==> src/rtl/sadc_pkg.sv <==
package sadc_pkg;

    localparam int RES_W   = 12;
    localparam int CNT_W   = 4;
    localparam int CNT_MAX = RES_W + 1;

    typedef logic signed [RES_W-1:0] sample_t;

    typedef enum logic [2:0] {
        ST_IDLE,
        ST_CONV,
        ST_WAIT_LOW,
        ST_WAIT_HIGH,
        ST_READ
    } ctl_state_e;

    typedef struct packed {
        logic    vld;
        logic    err;
        sample_t data;
    } result_t;

    // Saturating bit counter step, stops one past a full word.
    function automatic logic [CNT_W-1:0] cnt_step(input logic [CNT_W-1:0] c);
        return (c == CNT_W'(CNT_MAX)) ? c : c + CNT_W'(1);
    endfunction

endpackage

==> src/rtl/sadc_sync.sv <==
module sadc_sync #(
    parameter int   STAGES  = 2,
    parameter logic RST_VAL = 1'b0
) (
    input  logic clk,
    input  logic rst,
    input  logic d,
    output logic q
);
    logic [STAGES-1:0] chain;

    generate
        for (genvar i = 0; i < STAGES; i++) begin : g_stage
            always_ff @(posedge clk) begin
                if (rst)
                    chain[i] <= RST_VAL;
                else if (i == 0)
                    chain[i] <= d;
                else
                    chain[i] <= chain[(i == 0) ? 0 : i-1];
            end
        end
    endgenerate

    assign q = chain[STAGES-1];
endmodule

==> src/rtl/sadc_int_rx.sv <==
module sadc_int_rx
    import sadc_pkg::*;
(
    input  logic    clk,
    input  logic    rst,
    input  logic    en,
    input  logic    mode_chg,
    input  logic    sclk_s,
    input  logic    sdata_s,
    input  logic    rdy_s,
    output result_t res
);
    logic             sclk_q, rdy_q, drop;
    logic [CNT_W-1:0] nbits;
    logic [RES_W-1:0] shreg;
    logic             sclk_rise, rdy_rise, rdy_fall;

    assign sclk_rise = sclk_s & ~sclk_q;
    assign rdy_rise  = rdy_s & ~rdy_q;
    assign rdy_fall  = ~rdy_s & rdy_q;

    always_ff @(posedge clk) begin
        if (rst) begin
            sclk_q <= 1'b0;
            rdy_q  <= 1'b1;
            drop   <= 1'b1;
            nbits  <= '0;
            shreg  <= '0;
            res    <= '0;
        end else begin
            sclk_q  <= sclk_s;
            rdy_q   <= rdy_s;
            res.vld <= 1'b0;
            res.err <= 1'b0;
            if (mode_chg) begin
                drop  <= 1'b1;
                nbits <= '0;
            end else if (en) begin
                if (rdy_fall) begin
                    nbits <= '0;
                end else if (!rdy_s && sclk_rise) begin
                    shreg <= {shreg[RES_W-2:0], sdata_s};
                    nbits <= cnt_step(nbits);
                end
                if (rdy_rise) begin
                    if (drop)
                        drop <= 1'b0;
                    else if (nbits == CNT_W'(RES_W)) begin
                        res.vld  <= 1'b1;
                        res.data <= sample_t'(shreg);
                    end else
                        res.err  <= 1'b1;
                end
            end
        end
    end
endmodule

==> src/rtl/sadc_ext_rx.sv <==
module sadc_ext_rx
    import sadc_pkg::*;
#(
    parameter int DIV_W = 8
) (
    input  logic             clk,
    input  logic             rst,
    input  logic             start,
    input  logic [DIV_W-1:0] div,
    input  logic             sdata,
    output logic             sclk,
    output logic             active,
    output result_t          res
);
    logic [DIV_W-1:0] tick, tick_last;
    logic [CNT_W-1:0] nbits;
    logic [RES_W-1:0] shreg;

    assign tick_last = (div == '0) ? '0 : div - DIV_W'(1);

    always_ff @(posedge clk) begin
        if (rst) begin
            sclk   <= 1'b0;
            active <= 1'b0;
            tick   <= '0;
            nbits  <= '0;
            shreg  <= '0;
            res    <= '0;
        end else begin
            res.vld <= 1'b0;
            res.err <= 1'b0;
            if (start) begin
                active <= 1'b1;
                sclk   <= 1'b0;
                tick   <= '0;
                nbits  <= '0;
            end else if (active) begin
                if (tick == tick_last) begin
                    tick <= '0;
                    if (!sclk) begin
                        sclk  <= 1'b1;
                        shreg <= {shreg[RES_W-2:0], sdata};
                        nbits <= cnt_step(nbits);
                    end else begin
                        sclk <= 1'b0;
                        if (nbits == CNT_W'(RES_W)) begin
                            active   <= 1'b0;
                            res.vld  <= 1'b1;
                            res.data <= sample_t'(shreg);
                        end
                    end
                end else begin
                    tick <= tick + DIV_W'(1);
                end
            end
        end
    end
endmodule

==> src/rtl/sadc_host.sv <==
module sadc_host
    import sadc_pkg::*;
#(
    parameter int DIV_W       = 8,
    parameter int CONV_LOW    = 4,
    parameter int SYNC_STAGES = 2
) (
    input  logic                    clk,
    input  logic                    rst,
    input  logic                    mode_ext,
    input  logic [DIV_W-1:0]        clk_div,
    input  logic                    req,
    output logic                    adc_conv_n,
    input  logic                    adc_rdy,
    input  logic                    adc_sclk_in,
    input  logic                    adc_sdata,
    output logic                    adc_sclk_out,
    output logic                    adc_cs_n,
    output logic signed [RES_W-1:0] sample,
    output logic                    sample_vld,
    output logic                    frame_err
);
    localparam int LOW_W = $clog2(CONV_LOW + 1);

    ctl_state_e       state;
    logic [LOW_W-1:0] low_cnt;
    logic             pend, mode_q, mode_chg;
    logic             rdy_s, sclk_s, sdata_s;
    logic             ext_start, rd_active;
    result_t          int_res, ext_res;

    sadc_sync #(.STAGES(SYNC_STAGES), .RST_VAL(1'b1)) u_sync_rdy (
        .clk(clk), .rst(rst), .d(adc_rdy), .q(rdy_s));
    sadc_sync #(.STAGES(SYNC_STAGES), .RST_VAL(1'b0)) u_sync_sclk (
        .clk(clk), .rst(rst), .d(adc_sclk_in), .q(sclk_s));
    sadc_sync #(.STAGES(SYNC_STAGES), .RST_VAL(1'b0)) u_sync_sdata (
        .clk(clk), .rst(rst), .d(adc_sdata), .q(sdata_s));

    assign mode_chg  = mode_ext ^ mode_q;
    assign ext_start = (state == ST_WAIT_HIGH) && rdy_s && mode_ext;

    always_ff @(posedge clk) begin
        if (rst) begin
            state      <= ST_IDLE;
            low_cnt    <= '0;
            pend       <= 1'b0;
            mode_q     <= 1'b0;
            adc_conv_n <= 1'b1;
        end else begin
            mode_q <= mode_ext;
            if (req)
                pend <= 1'b1;
            case (state)
                ST_IDLE: begin
                    if (pend && rdy_s) begin
                        state      <= ST_CONV;
                        adc_conv_n <= 1'b0;
                        low_cnt    <= '0;
                        pend       <= req;
                    end
                end
                ST_CONV: begin
                    low_cnt <= low_cnt + LOW_W'(1);
                    if (low_cnt == LOW_W'(CONV_LOW - 1)) begin
                        adc_conv_n <= 1'b1;
                        state      <= ST_WAIT_LOW;
                    end
                end
                ST_WAIT_LOW: begin
                    if (!rdy_s)
                        state <= ST_WAIT_HIGH;
                end
                ST_WAIT_HIGH: begin
                    if (rdy_s)
                        state <= mode_ext ? ST_READ : ST_IDLE;
                end
                ST_READ: begin
                    if (!rd_active)
                        state <= ST_IDLE;
                end
                default: state <= ST_IDLE;
            endcase
        end
    end

    sadc_int_rx u_int_rx (
        .clk(clk), .rst(rst), .en(!mode_ext), .mode_chg(mode_chg),
        .sclk_s(sclk_s), .sdata_s(sdata_s), .rdy_s(rdy_s), .res(int_res));

    sadc_ext_rx #(.DIV_W(DIV_W)) u_ext_rx (
        .clk(clk), .rst(rst), .start(ext_start), .div(clk_div),
        .sdata(adc_sdata), .sclk(adc_sclk_out), .active(rd_active),
        .res(ext_res));

    assign adc_cs_n   = mode_ext ? ~rd_active : 1'b0;
    assign sample_vld = int_res.vld | ext_res.vld;
    assign sample     = ext_res.vld ? ext_res.data : int_res.data;
    assign frame_err  = int_res.err;
endmodule

==> config.mk <==
export PLATFORM = sky130hd
export DESIGN_NAME = sadc_host
export DESIGN_NICKNAME = d
export VERILOG_FILES = /design/src/rtl/sadc_pkg.sv /design/src/rtl/sadc_sync.sv /design/src/rtl/sadc_int_rx.sv /design/src/rtl/sadc_ext_rx.sv /design/src/rtl/sadc_host.sv
export SDC_FILE = /design/constraint.sdc
export NUM_CORES = 1
export LEC_CHECK = 0
export CAP_MARGIN = 20
export CORE_ASPECT_RATIO = 0.75
export CORE_UTILIZATION = 58
export DETAILED_ROUTE_END_ITERATION = 10
export PLACE_DENSITY = 0.9
export SLEW_MARGIN = 20
export SYNTH_ARGS = -nofsm -noshare
export SYNTH_HDL_FRONTEND = slang
export SYNTH_SLANG_ARGS = --single-unit
export TNS_END_PERCENT = 100
==> constraint.sdc <==
create_clock -name clk -period 4 [get_ports clk]
set_input_delay 0.6 -clock clk [delete_from_list [all_inputs] [get_ports clk]]
set_output_delay 0.6 -clock clk [all_outputs]
set_load 0.005 [all_outputs]
==> results by stage, run 1 <==
CTS:
- The worst-case clock buffer depth is 2.
- The number of H-tree levels is 3.
- Counting every sink on the clock net gives 87.
- Clock tree synthesis selected as its root buffer the cell sky130_fd_sc_hd__clkbuf_8.
- Once the clock tree was built, the resizer swapped 0 gates to a different size.
- Post-CTS timing repair inserted 0 buffers for setup.
- TritonCTS built the clock tree.
- The clock transition time at the flip-flop clock pins of the worst setup and hold paths is approximately 0.08 ns.
- The clock insertion delay at the later pin of the skew report is 0.36 ns.
- The number of hold buffers added after CTS was 0.
- Clock tree synthesis inserted a total of 9 buffers.

STA:
- Setup violations remaining at the end of the flow were counted as 0.
- Setup repair after global routing left no endpoint under its margin.
- After routing, the total negative slack on setup checks comes to 0 ns.
- In this run the tightest slew margin relative to its limit is 30.6%.
- The max-slew violation count is 0.
- The final critical-path share of the clock period is 88.1%.
- The final hold violation count is 0.
- The setup skew after layout is ~0.012 ns.
- The hold slack is 0.416 ns.
- Based on the critical path, the design can be clocked at up to between 0.2 and 0.3 GHz.
- The final critical-path required period is about 3.5 ns.
- For the pin with the worst max-slew slack, the measured transition is 1.04 ns.
- The worst setup slack after layout is 0.476 ns.

Critical path:
- Traced cell by cell, the critical path runs through clkdlybuf4s50_1, inv_1, ha_1, nor3b_1, nor3_1, or3_4, a221oi_4, nand2_4, nor4b_4, buf_4, mux2i_1.
- By startpoint and endpoint, the worst setup path is classified as input pin to flop.
- The largest fanout on the critical path is 12.
- STA puts the critical path data arrival time at between 3 and 4 ns.
- In this design, the stage delay of the slowest critical-path cell is 0.54 ns.
- The critical path startpoint category is an input pin.
- Across all register-to-register paths, the minimum setup slack is between 1.5 and 2 ns.
- For the worst setup path, the data required time is approximately 4.3 ns.
- The slowest stage cell on the critical path is sky130_fd_sc_hd__clkdlybuf4s50_1.
- The worst setup path is captured at a flop.

Route:
- In the routed layout, each cell is associated on average with a via count of 5.59.
- Across all layers, the routed design uses 2957 vias.
- The number of optimization iterations in the first detailed-route pass is 4.
- The total wirelength of the detailed-routed design is between 7 and 8 mm.
- The detail route stage leaves a number of antenna-violating nets equal to 0.
- The detailed-route DRC error count is 0.
- The count of routing violations after the opening detailed-route iteration is about 140.
- After detailed routing, the average wire length per cell comes to 13.8 um.

Synthesis:
- The number of enable-type register cells in the synthesized netlist is 0.
- Synthesis produced 419 cells.
- The warning count from the yosys run is 0.
- The share of flip-flops with an asynchronous set or reset is 0%.
- The number of flip-flops and latches in the synthesized netlist is 87.
- In this run the cell area of the synthesized design comes to 4060 um2.
- The share of the Yosys chip area taken by registers is 42.9%.
- The most used flip-flop cell after synthesis is sky130_fd_sc_hd__dfxtp_1.
- A synthesized cell averages 9.69 um2.
- The synthesized net count is 445.
- The number of unique standard cell types used by synthesis is 56.

Final layout:
- The area taken by multi-input logic gates is 2160 um2.
- The share of final-layout standard cells stronger than drive strength 1 is 10.6%.
- The number of antenna diodes in the final layout is 0.
- The library cells used most frequently in the layout, excluding fill and tap cells, are 87 x sky130_fd_sc_hd__dfxtp_1, 55 x sky130_fd_sc_hd__nor2_1, 52 x sky130_fd_sc_hd__mux2i_1.
- The final standard cell utilization of the core is 67.5%.
- The final non-filler cell total is 529.
- Leaving out fill and tap cells, the most frequent cell in the layout is sky130_fd_sc_hd__dfxtp_1.
- The sequential cells in the finished layout cover a total of about 1700 um2.
- The area growth from synthesis to final layout is 13.0%.
- The total of fill cells in the finished design is 512.
- For this run, the post-layout net count is 466.
- The area of all placed cells without fillers is 4590 um2.

Placed design:
- Counting tap cells, the placed design contains a total of 513 instances.
- Once placement finished, the instance area stood at 4370 um2.
- The congestion estimate from routability-driven global placement came to 0.900.
- The HPWL after detailed placement is 5.12 mm.
- During placement, the flow inserted port buffers numbering 31.
- The setup slack at placement is 0.148 ns.

Die:
- The die extent in y is 74.5 um.
- The horizontal extent of the die is 98.6 um.
- Pin placement for this block handled 32 I/O pins.
- The core region is 6800 um2.
- Once the floorplan was initialized, standard cells occupied 59.7% of the core.
- The area enclosed by the die boundary is 7340 um2.
- In this run the core area contains 26 standard-cell rows.

GRT:
- The number of global-route vias before repair is ~2600.
- The maximum number of pins on one net before global-route repair is 72.
- The first-pass GRT wire length is 12.0 mm.
- Global routing used roughly a fifth of the available tracks across all layers.
- Global routing finished with a remaining overflow of 0.
- The number of antenna violations at the first check in global routing came to 0.

Pwr:
- The overall power of the completed layout is 1.65 mW.
- The worst ir drop on vdd is 0.189 mV.
- The power per cell area is between 300 and 400 nW/um2.
- The leakage power summed over all cells is 1.90 nW.

Run status:
- The flow ran to the end, and the final reports show no timing, DRC or antenna violations.

Worst hold path:
- The class of the tightest hold or removal check is flop to flop.

Job:
- The number of maximum-capacitance constraint violations is 0.
flip-flops by register name, summed over array words and instances, names as in the netlist:
signal,flops
adc_conv_n,1
low_cnt,3
mode_q,1
pend,1
state,3
u_ext_rx.active,1
u_ext_rx.nbits,4
u_ext_rx.res,13
u_ext_rx.sclk,1
u_ext_rx.shreg,12
u_ext_rx.tick,8
u_int_rx.drop,1
u_int_rx.nbits,4
u_int_rx.rdy_q,1
u_int_rx.res,14
u_int_rx.sclk_q,1
u_int_rx.shreg,12
u_sync_rdy.chain,1
u_sync_rdy.q,1
u_sync_sclk.chain,1
u_sync_sclk.q,1
u_sync_sdata.chain,1
u_sync_sdata.q,1
logic make-up (layout without fill, tap and decap cells):
logic type	Yosys count	count (layout)	synth area share [%]
AND/OR/NAND/NOR	166	166	22.9
flip-flops	87	87	42.9
multiplexers	64	64	16.1
AO/OA/AOI/OAI	42	42	7.95
buffers and inverters	36	62	3.97
XOR/XNOR	13	13	2.80
adder cells (fa/ha/maj)	11	11	3.39
path summary, 6_finish.rpt:
check                      startpoint                 to  depth (start not counted)
setup / recovery           clk_div[0]  u_ext_rx.shreg[5]                         11
hold reg to reg   u_sync_rdy.chain[0]       u_sync_rdy.q                          1
hold / removal    u_sync_rdy.chain[0]       u_sync_rdy.q                          1
setup reg to reg     u_ext_rx.tick[2]  u_ext_rx.shreg[5]                          8
Yosys cell counts, types with 4 or more instances:
library cell / number / share of area (%)
sky130_fd_sc_hd__dfxtp_1: 87 / 43
sky130_fd_sc_hd__or3_1: 4 / 0.62
sky130_fd_sc_hd__xnor2_1: 6 / 1.3
sky130_fd_sc_hd__clkbuf_1: 12 / 1.1
sky130_fd_sc_hd__nand2_1: 17 / 1.6
sky130_fd_sc_hd__nand4_1: 6 / 0.92
sky130_fd_sc_hd__nor2_1: 55 / 5.1
sky130_fd_sc_hd__ha_1: 11 / 3.4
sky130_fd_sc_hd__or2_2: 5 / 0.77
sky130_fd_sc_hd__o21ai_0: 4 / 0.49
sky130_fd_sc_hd__buf_1: 4 / 0.37
sky130_fd_sc_hd__a31oi_1: 6 / 0.92
sky130_fd_sc_hd__xor2_1: 7 / 1.5
sky130_fd_sc_hd__nor3_1: 5 / 0.62
sky130_fd_sc_hd__nor2b_1: 11 / 1.7
sky130_fd_sc_hd__mux2_2: 12 / 3.3
sky130_fd_sc_hd__inv_1: 14 / 1.3
sky130_fd_sc_hd__a21oi_1: 10 / 1.2
sky130_fd_sc_hd__nand3_1: 10 / 1.2
sky130_fd_sc_hd__mux2i_1: 52 / 13
sky130_fd_sc_hd__nand2b_1: 33 / 5.1
layer usage:
metal	up-vias	GRT usage [%]	share of wire, %
li1	1499	-	-
met3	6	6.30	4.1
met2	54	36.6	47
met1	1398	25.5	48
met4	0	4.98	0.81
met5	-	0	0
where the power goes:
part / switching, mW / internal (mW)
Combinational: 0.0542 / 0.0485
Sequential: 0.0101 / 0.875
Clock: 0.311 / 0.354
cell type report:
| cell class | instances | share of cell area, % |
|---|---|---|
| inverter | 14 | 1.15 |
| timing repair buffer | 32 | 6.82 |
| clock inverter | 7 | 2.07 |
| sequential | 87 | 37.9 |
| tap | 84 | 2.29 |
| clock buffer | 9 | 2.70 |
| multi-input combinational | 296 | 47.0 |
worst max-delay path: cells and delay by family:
kind / cells / cell delay, ns
simple gates: 5 / 1.23
buf+inv: 3 / 0.96
fa+ha+maj: 1 / 0.40
compound gates: 1 / 0.37
mux: 1 / 0.23
Power figures use the tool's default switching activity.
==> run 2, diff against run 1 <==
CORE_MARGIN = 4   (was unset)
CORE_UTILIZATION = 48   (was 58)
GPL_TIMING_DRIVEN = 1   (was unset)
PLACE_DENSITY = 0.79   (was 0.9)
==> results by stage, run 2 (same netlist as run 1, synthesis figures left out) <==
CTS:
- The hold buffer count at cts is 0.
- TritonCTS built the clock tree.
- The count of buffers added by post-CTS timing repair for setup is 0.
- The library cell used as clock root buffer is sky130_fd_sc_hd__clkbuf_16.
- The clock transition time at the flip-flop clock pins of the worst setup and hold paths is 0.06 ns.
- The clock insertion delay at the later pin of the skew report is ~0.33 ns.
- The H-tree generated during clock tree synthesis spans 3 levels.
- The TritonCTS buffer count is 9.
- After clock tree synthesis, the repair step resized 0 gates.
- Counting every sink on the clock net gives 87.
- The worst-case clock buffer depth is 2.

GRT:
- The peak-usage layer in the global routing report is met2.
- The routing usage on met3 is 5.52%.
- The met2 usage is 26.8%.
- Global routing consumed, on the met1 layer, 20.3% of the routing resources.
- The remaining global-route overflow is 0.
- The number of global-route vias before repair came to around 2800.
- Global routing consumed, over all layers together, 16.3% of the routing resources.
- The first global-routing pass estimated 12.9 mm of wire.
- The number of antenna violations at the first check in global routing came to 0.
- Entering global routing, the biggest net connects 47 pins.

STA:
- The final critical-path share of the clock period is 88.4%.
- The highest achievable clock rate is ~0.28 GHz.
- Setup slack closes at ~0.47 ns.
- The final hold violation count is 0.
- In this run the tightest slew margin relative to its limit is 53.7%.
- Setup violations remaining at the end of the flow were counted as 0.
- For the finished layout, the period the worst path requires is 3.53 ns.
- The max-slew violation count is 0.
- The transition time of the tightest slew-check pin is 0.692 ns.
- After routing, the total negative slack on setup checks comes to 0 ns.
- The setup skew after layout is 0.00681 ns.
- Setup repair after global routing left no endpoint under its margin.

Die:
- The die is 114 um wide.
- The core region is ~8100 um2.
- The area enclosed by the die boundary is between 10000 and 15000 um2.
- Pin placement for this block handled 32 I/O pins.
- Row generation in the floorplan step produced 28 rows.
- The initial utilization of the core area, before any placement, comes to 50.4%.
- The floorplan step set the die height to 87.7 um.

Placed design:
- The number of placed instances, taps included is 535.
- The count of buffers inserted at the top-level ports is 31.
- The last weighted congestion value of the routability-driven placer is 0.881.
- The HPWL after detailed placement is 5.43 mm.
- Prior to clock tree synthesis, the placed netlist has a worst setup slack of 0.137 ns.
- The cell area reported after detailed placement is 4400 um2.

Worst hold path:
- The class of the tightest hold or removal check is flop to flop.
- Counting instances, the worst hold path has a depth of 1.

Route:
- The antenna violation net count after detailed routing is 0.
- The final route contains roughly 2900 vias.
- The first routing iteration left 200 violations.
- The detailed-route DRC error count is 0.
- The number of optimization iterations in the first detailed-route pass is 4.
- After detailed routing, the average wire length per cell comes to 13.9 um.
- The detailed-route vias per instance is 5.34.
- The total wirelength of the detailed-routed design is 7.63 mm.

Final layout:
- In the layout the commonest cells are 87 x sky130_fd_sc_hd__dfxtp_1, 55 x sky130_fd_sc_hd__nor2_1, 52 x sky130_fd_sc_hd__mux2i_1.
- The area taken by multi-input logic gates is 2160 um2.
- The number of diodes added for antenna fixing is 0.
- The register with the most flip-flops in the final layout is u_int_rx.res.
- The share of final-layout standard cells stronger than drive strength 1 is 10.8%.
- The sequential cell area is between 1500 and 2000 um2.
- The total of fill cells in the finished design is 682.
- The library cell used most frequently in the layout, excluding fill and tap cells, is sky130_fd_sc_hd__dfxtp_1.
- The area growth from synthesis to final layout is 17.8%.
- The register with the most flip-flops in the layout has 14 of them.
- The finished cells cover 4780 um2.
- The total number of nets in the final design is 467.
- Once layout is complete, the cells apart from fillers number 551.
- In the final layout, the registers with the most flip-flops are u_int_rx.res: 14 flops, u_ext_rx.res: 13 flops.

Pwr:
- Power spread over the standard cell area amounts to 423 nW/um2.
- The overall power of the completed layout is 2.02 mW.
- The leakage power summed over all cells is 1.98 nW.
- The worst ir drop on vdd is 0.270 mV.

Critical path:
- The worst setup path is of the input pin to flop kind.
- The arrival time of the worst setup path is around 3.8 ns.
- The data required time of the worst path is roughly 4.3 ns.
- The register-to-register path setup slack is 1.57 ns.
- The critical path startpoint category is an input pin.
- For the worst flop-to-flop path, the logic depth is 8.
- The largest fanout on the critical path is 12.
- The worst setup path is captured at a flop.

Run status:
- The run finished with clean final reports.

Job:
- The number of maximum-capacitance constraint violations is 0.
## run 2: changes by cell type in the layout (fill, tap and decap cells not counted), sizes merged
cell,change
inv,-2
clkbuf,+2
buf,+1
bufinv,+2
clkinv,-2
## run 2: layout make-up
type	count	share of cell area, %
inverters	14	1.10
clock buffers	11	5.28
multi-input cells	296	45.1
clock inverters	5	2.67
repair buffers	33	6.69
well taps	105	2.75
flip-flops and latches	87	36.4
## run 2: path summary, 6_finish.rpt
path                       startpoint                 to
hold reg to reg   u_sync_rdy.chain[0]       u_sync_rdy.q
hold / removal    u_sync_rdy.chain[0]       u_sync_rdy.q
setup / recovery           clk_div[0]  u_ext_rx.shreg[6]
setup reg to reg     u_ext_rx.tick[2]  u_ext_rx.shreg[6]
## run 2: worst max-delay path, stage by stage
cell                              delay [ns]
sky130_fd_sc_hd__clkdlybuf4s50_1        0.53
sky130_fd_sc_hd__inv_1                  0.15
sky130_fd_sc_hd__ha_1                   0.36
sky130_fd_sc_hd__nor3b_1                0.41
sky130_fd_sc_hd__nor3_1                 0.13
sky130_fd_sc_hd__or3_4                  0.39
sky130_fd_sc_hd__a221oi_4               0.38
sky130_fd_sc_hd__nand2_4                0.12
sky130_fd_sc_hd__nor4b_4                0.22
sky130_fd_sc_hd__buf_4                  0.28
sky130_fd_sc_hd__mux2i_1                0.22
## run 2: layer usage
metal | wire length [um] | vias up | part of all wire, %
li1 | - | 1489 | -
met4 | 114 | 0 | 1.5
met5 | 0 | - | 0
met3 | 359 | 13 | 4.7
met1 | 3630 | 1368 | 48
met2 | 3530 | 74 | 46
## run 2: power by group
part | total [mW] | internal, mW | switching [mW]
Sequential | 0.887 | 0.877 | 0.0102
Clock | 1.03 | 0.707 | 0.327
Combinational | 0.104 | 0.0490 | 0.0553
Total | 2.02 | 1.63 | 0.392
## run 2: through the flow
stage          util, %  hold WS [ns]
2_1_floorplan        -         0.389
3_3_place_gp      54.7         0.392
3_5_place_dp      54.7         0.408
4_1_cts           59.4         0.421
5_1_grt           59.4         0.433
6_report          59.4         0.415
==> run 3, diff against run 2 <==
--- a/config.mk
+++ b/config.mk
@@ -7,3 +7,2 @@
 export LEC_CHECK = 0
-export CAP_MARGIN = 20
 export CORE_ASPECT_RATIO = 0.75
==> constraint.sdc (replaced) <==
create_clock -name clk -period 4 [get_ports clk]
set_input_delay 1 -clock clk [delete_from_list [all_inputs] [get_ports clk]]
set_output_delay 1 -clock clk [all_outputs]
set_load 0.005 [all_outputs]
==> results by stage, run 3 (same netlist as run 1, synthesis figures left out) <==
Die:
- 32 I/O pins were placed.
- The number of rows created at floorplan is 28.
- Once the floorplan was initialized, standard cells occupied 50.4% of the core.
- The die extent in y is 87.7 um.
- The horizontal extent of the die is 114 um.
- The core region is 8060 um2.
- The area enclosed by the die boundary is 10000 um2.

CTS:
- The cell sitting at the root of the clock tree is a sky130_fd_sc_hd__clkbuf_16.
- The count of cells resized by post-cts repair is 0.
- The later pin in the worst-skew pair is clocked with a latency of 0.34 ns.
- After clock tree synthesis, the flow added hold-fix buffers numbering 0.
- The clock transition time at the flip-flop clock pins of the worst setup and hold paths is around 0.06 ns.
- The TritonCTS buffer count is 9.
- The number of H-tree levels is 3.
- The TritonCTS clock tree is built.
- CTS saw 87 sinks.
- The worst-case clock buffer depth is 2.
- After clock tree synthesis, the setup repair step added 0 buffers.

GRT:
- The total overflow left after global routing is 0.
- The first-pass GRT wire length is 13.0 mm.
- The number of antenna violations at the first check in global routing is 0.
- The number of global-route vias before repair was 2784.
- The all-layer global routing usage is 16.1%.
- Entering global routing, the biggest net connects 72 pins.

Final layout:
- The multi-input combinational cells in the finished layout cover a total of 2160 um2.
- The register containing the most flip-flops in the final layout is u_int_rx.res.
- The final non-filler cell total is between 500 and 600.
- The sequential cell area is 1740 um2.
- The area growth from synthesis to layout is 17.3%.
- Leaving out fill and tap cells, the most frequent cell in the layout is sky130_fd_sc_hd__dfxtp_1.
- The total number of nets in the final design is 470.
- The total of fill cells in the finished design is about 700.
- The number of flip-flops under the largest register name is 14.
- 0 antenna diodes ended up in the layout.
- The largest registers in the layout are u_int_rx.res: 14 flops, u_ext_rx.res: 13 flops.
- The share of final-layout standard cells stronger than drive strength 1 is 11.4%.
- In the layout the commonest cells are 87 x sky130_fd_sc_hd__dfxtp_1, 55 x sky130_fd_sc_hd__nor2_1, 52 x sky130_fd_sc_hd__mux2i_1.

STA:
- The max-slew violation count is 0.
- Setup violations remaining at the end of the flow were counted as 0.
- The transition time of the tightest slew-check pin is 0.689 ns.
- The clock arrives with 0.00513 ns of skew.
- The normalized max-slew margin is between 50 and 60%.
- The highest achievable clock rate is 0.267 GHz.
- The final critical-path share of the clock period is 93.7%.
- Setup repair after global routing left no endpoint under its margin.
- The smallest clock period supported by the final layout is computed as 3.75 ns.
- The final hold violation count is 0.

Route:
- In the routed layout, each cell is associated on average with a via count of 5.33.
- The count of routing violations after the opening detailed-route iteration is 198.
- The per-cell routed wire length is 13.6 um.
- The total vias in the final route is between 2000 and 3000.
- The routed design has roughly 7.5 mm of wire.
- For this run, design rule violations remaining after detail routing come to 0.
- The number of optimization iterations in the first detailed-route pass is 4.
- Once detail routing completed, the nets flagged for antenna violations numbered 0.

Placed design:
- The number of placed instances, taps included is roughly 540.
- The HPWL after detailed placement is 5.45 mm.
- The count of buffers inserted at the top-level ports is 31.
- At the end of routability-driven placement, the weighted congestion stood at 0.861.

Pwr:
- Total power for the finished layout comes to 1.88 mW.
- The power per cell area is 394 nW/um2.
- The leakage power summed over all cells is ~2.0 nW.
- The worst ir drop on vdd is 0.319 mV.

Worst hold path:
- The origin of the worst min-delay path is u_sync_rdy.chain[0].
- Counting instances, the worst hold path has a depth of 1.
- The class of the tightest hold or removal check is flop to flop.
- The worst min-delay path endpoint is u_sync_rdy.q.

Critical path:
- The startpoint of the worst register-to-register path is u_ext_rx.tick[2].
- The number of cells on the worst reg-to-reg path is 7.
- The critical path startpoint category is an input pin.
- STA puts the critical path data arrival time at slightly below 4 ns.
- In this run the register-to-register setup slack is 1.56 ns.
- At the worst endpoint, the required time is 4.21 ns.
- The capturing element type of the critical path is a flop.
- Along the worst path, the maximum fanout reaches 13.
- The endpoint identified for the worst register-to-register timing path is u_ext_rx.res[7].
- By startpoint and endpoint, the worst setup path is classified as input pin to flop.

Run status:
- The run finished with clean final reports.

Job:
- The tool flagged a number of max-cap violations equal to 0.
==> run 3: changes by cell type in the layout (fill, tap and decap cells not counted), moves of 2 or more <==
| cell | before | now |
|---|---|---|
| sky130_fd_sc_hd__clkinv_4 | 0 | 2 |
| sky130_fd_sc_hd__bufinv_16 | 4 | 2 |
| sky130_fd_sc_hd__clkbuf_8 | 2 | 0 |
| sky130_fd_sc_hd__buf_4 | 2 | 5 |
==> run 3: area by class of cell <==
cell class | instances | area share (%)
multi-input combinational | 296 | 45.3
sequential | 87 | 36.6
timing repair buffer | 36 | 7.51
clock buffer | 9 | 4.73
tap | 105 | 2.76
clock inverter | 7 | 2.05
inverter | 14 | 1.10
==> run 3: power by group <==
group	switching, mW	internal [mW]
combinational	0.0552	0.0506
sequential	0.0101	0.877
clock	0.335	0.547
total	0.401	1.47
==> run 3: critical path, stage by stage <==
cell and delay [ns]:
sky130_fd_sc_hd__clkdlybuf4s50_1 0.55, sky130_fd_sc_hd__nor4_2 0.62, sky130_fd_sc_hd__nand2_1 0.16, sky130_fd_sc_hd__a221o_1 0.42, sky130_fd_sc_hd__a221oi_4 0.41, sky130_fd_sc_hd__and2_1 0.26
sky130_fd_sc_hd__nand4_4 0.31, sky130_fd_sc_hd__mux2i_1 0.22
==> run 3: metal layers <==
layer  up-vias  routed length, um  track usage, %
li1       1502                  -               -
met1      1384               3770            22.1
met2        59               3310            24.4
met3        10                338            5.04
met4         0                 88            4.85
met5         -                  0               0
==> run 3: worst max-delay path by stage <==
stage               slack, ns            endpoint        from
floorplan                0.67  u_ext_rx.shreg[10]  clk_div[0]
global placement         0.03     u_ext_rx.res[6]  clk_div[3]
global route             0.07   u_ext_rx.shreg[4]  clk_div[2]
detailed placement      -0.07     u_ext_rx.res[7]  clk_div[3]
CTS                      0.28     u_ext_rx.res[7]  clk_div[3]
finish                   0.25     u_ext_rx.res[7]  clk_div[3]
==> run 3: stage by stage <==
stage	TNS, ns	hold slack [ns]	utilization, %	area [um2]	setup slack [ns]
floorplan	0	0.389	-	4060	0.666
global placement	0	0.391	55.1	4440	0.0332
detailed placement	-0.786	0.402	55.1	4440	-0.0686
CTS	0	0.417	59.1	4760	0.280
global route	0	0.425	59.1	4760	0.0726
finish	0	0.413	59.1	4760	0.253
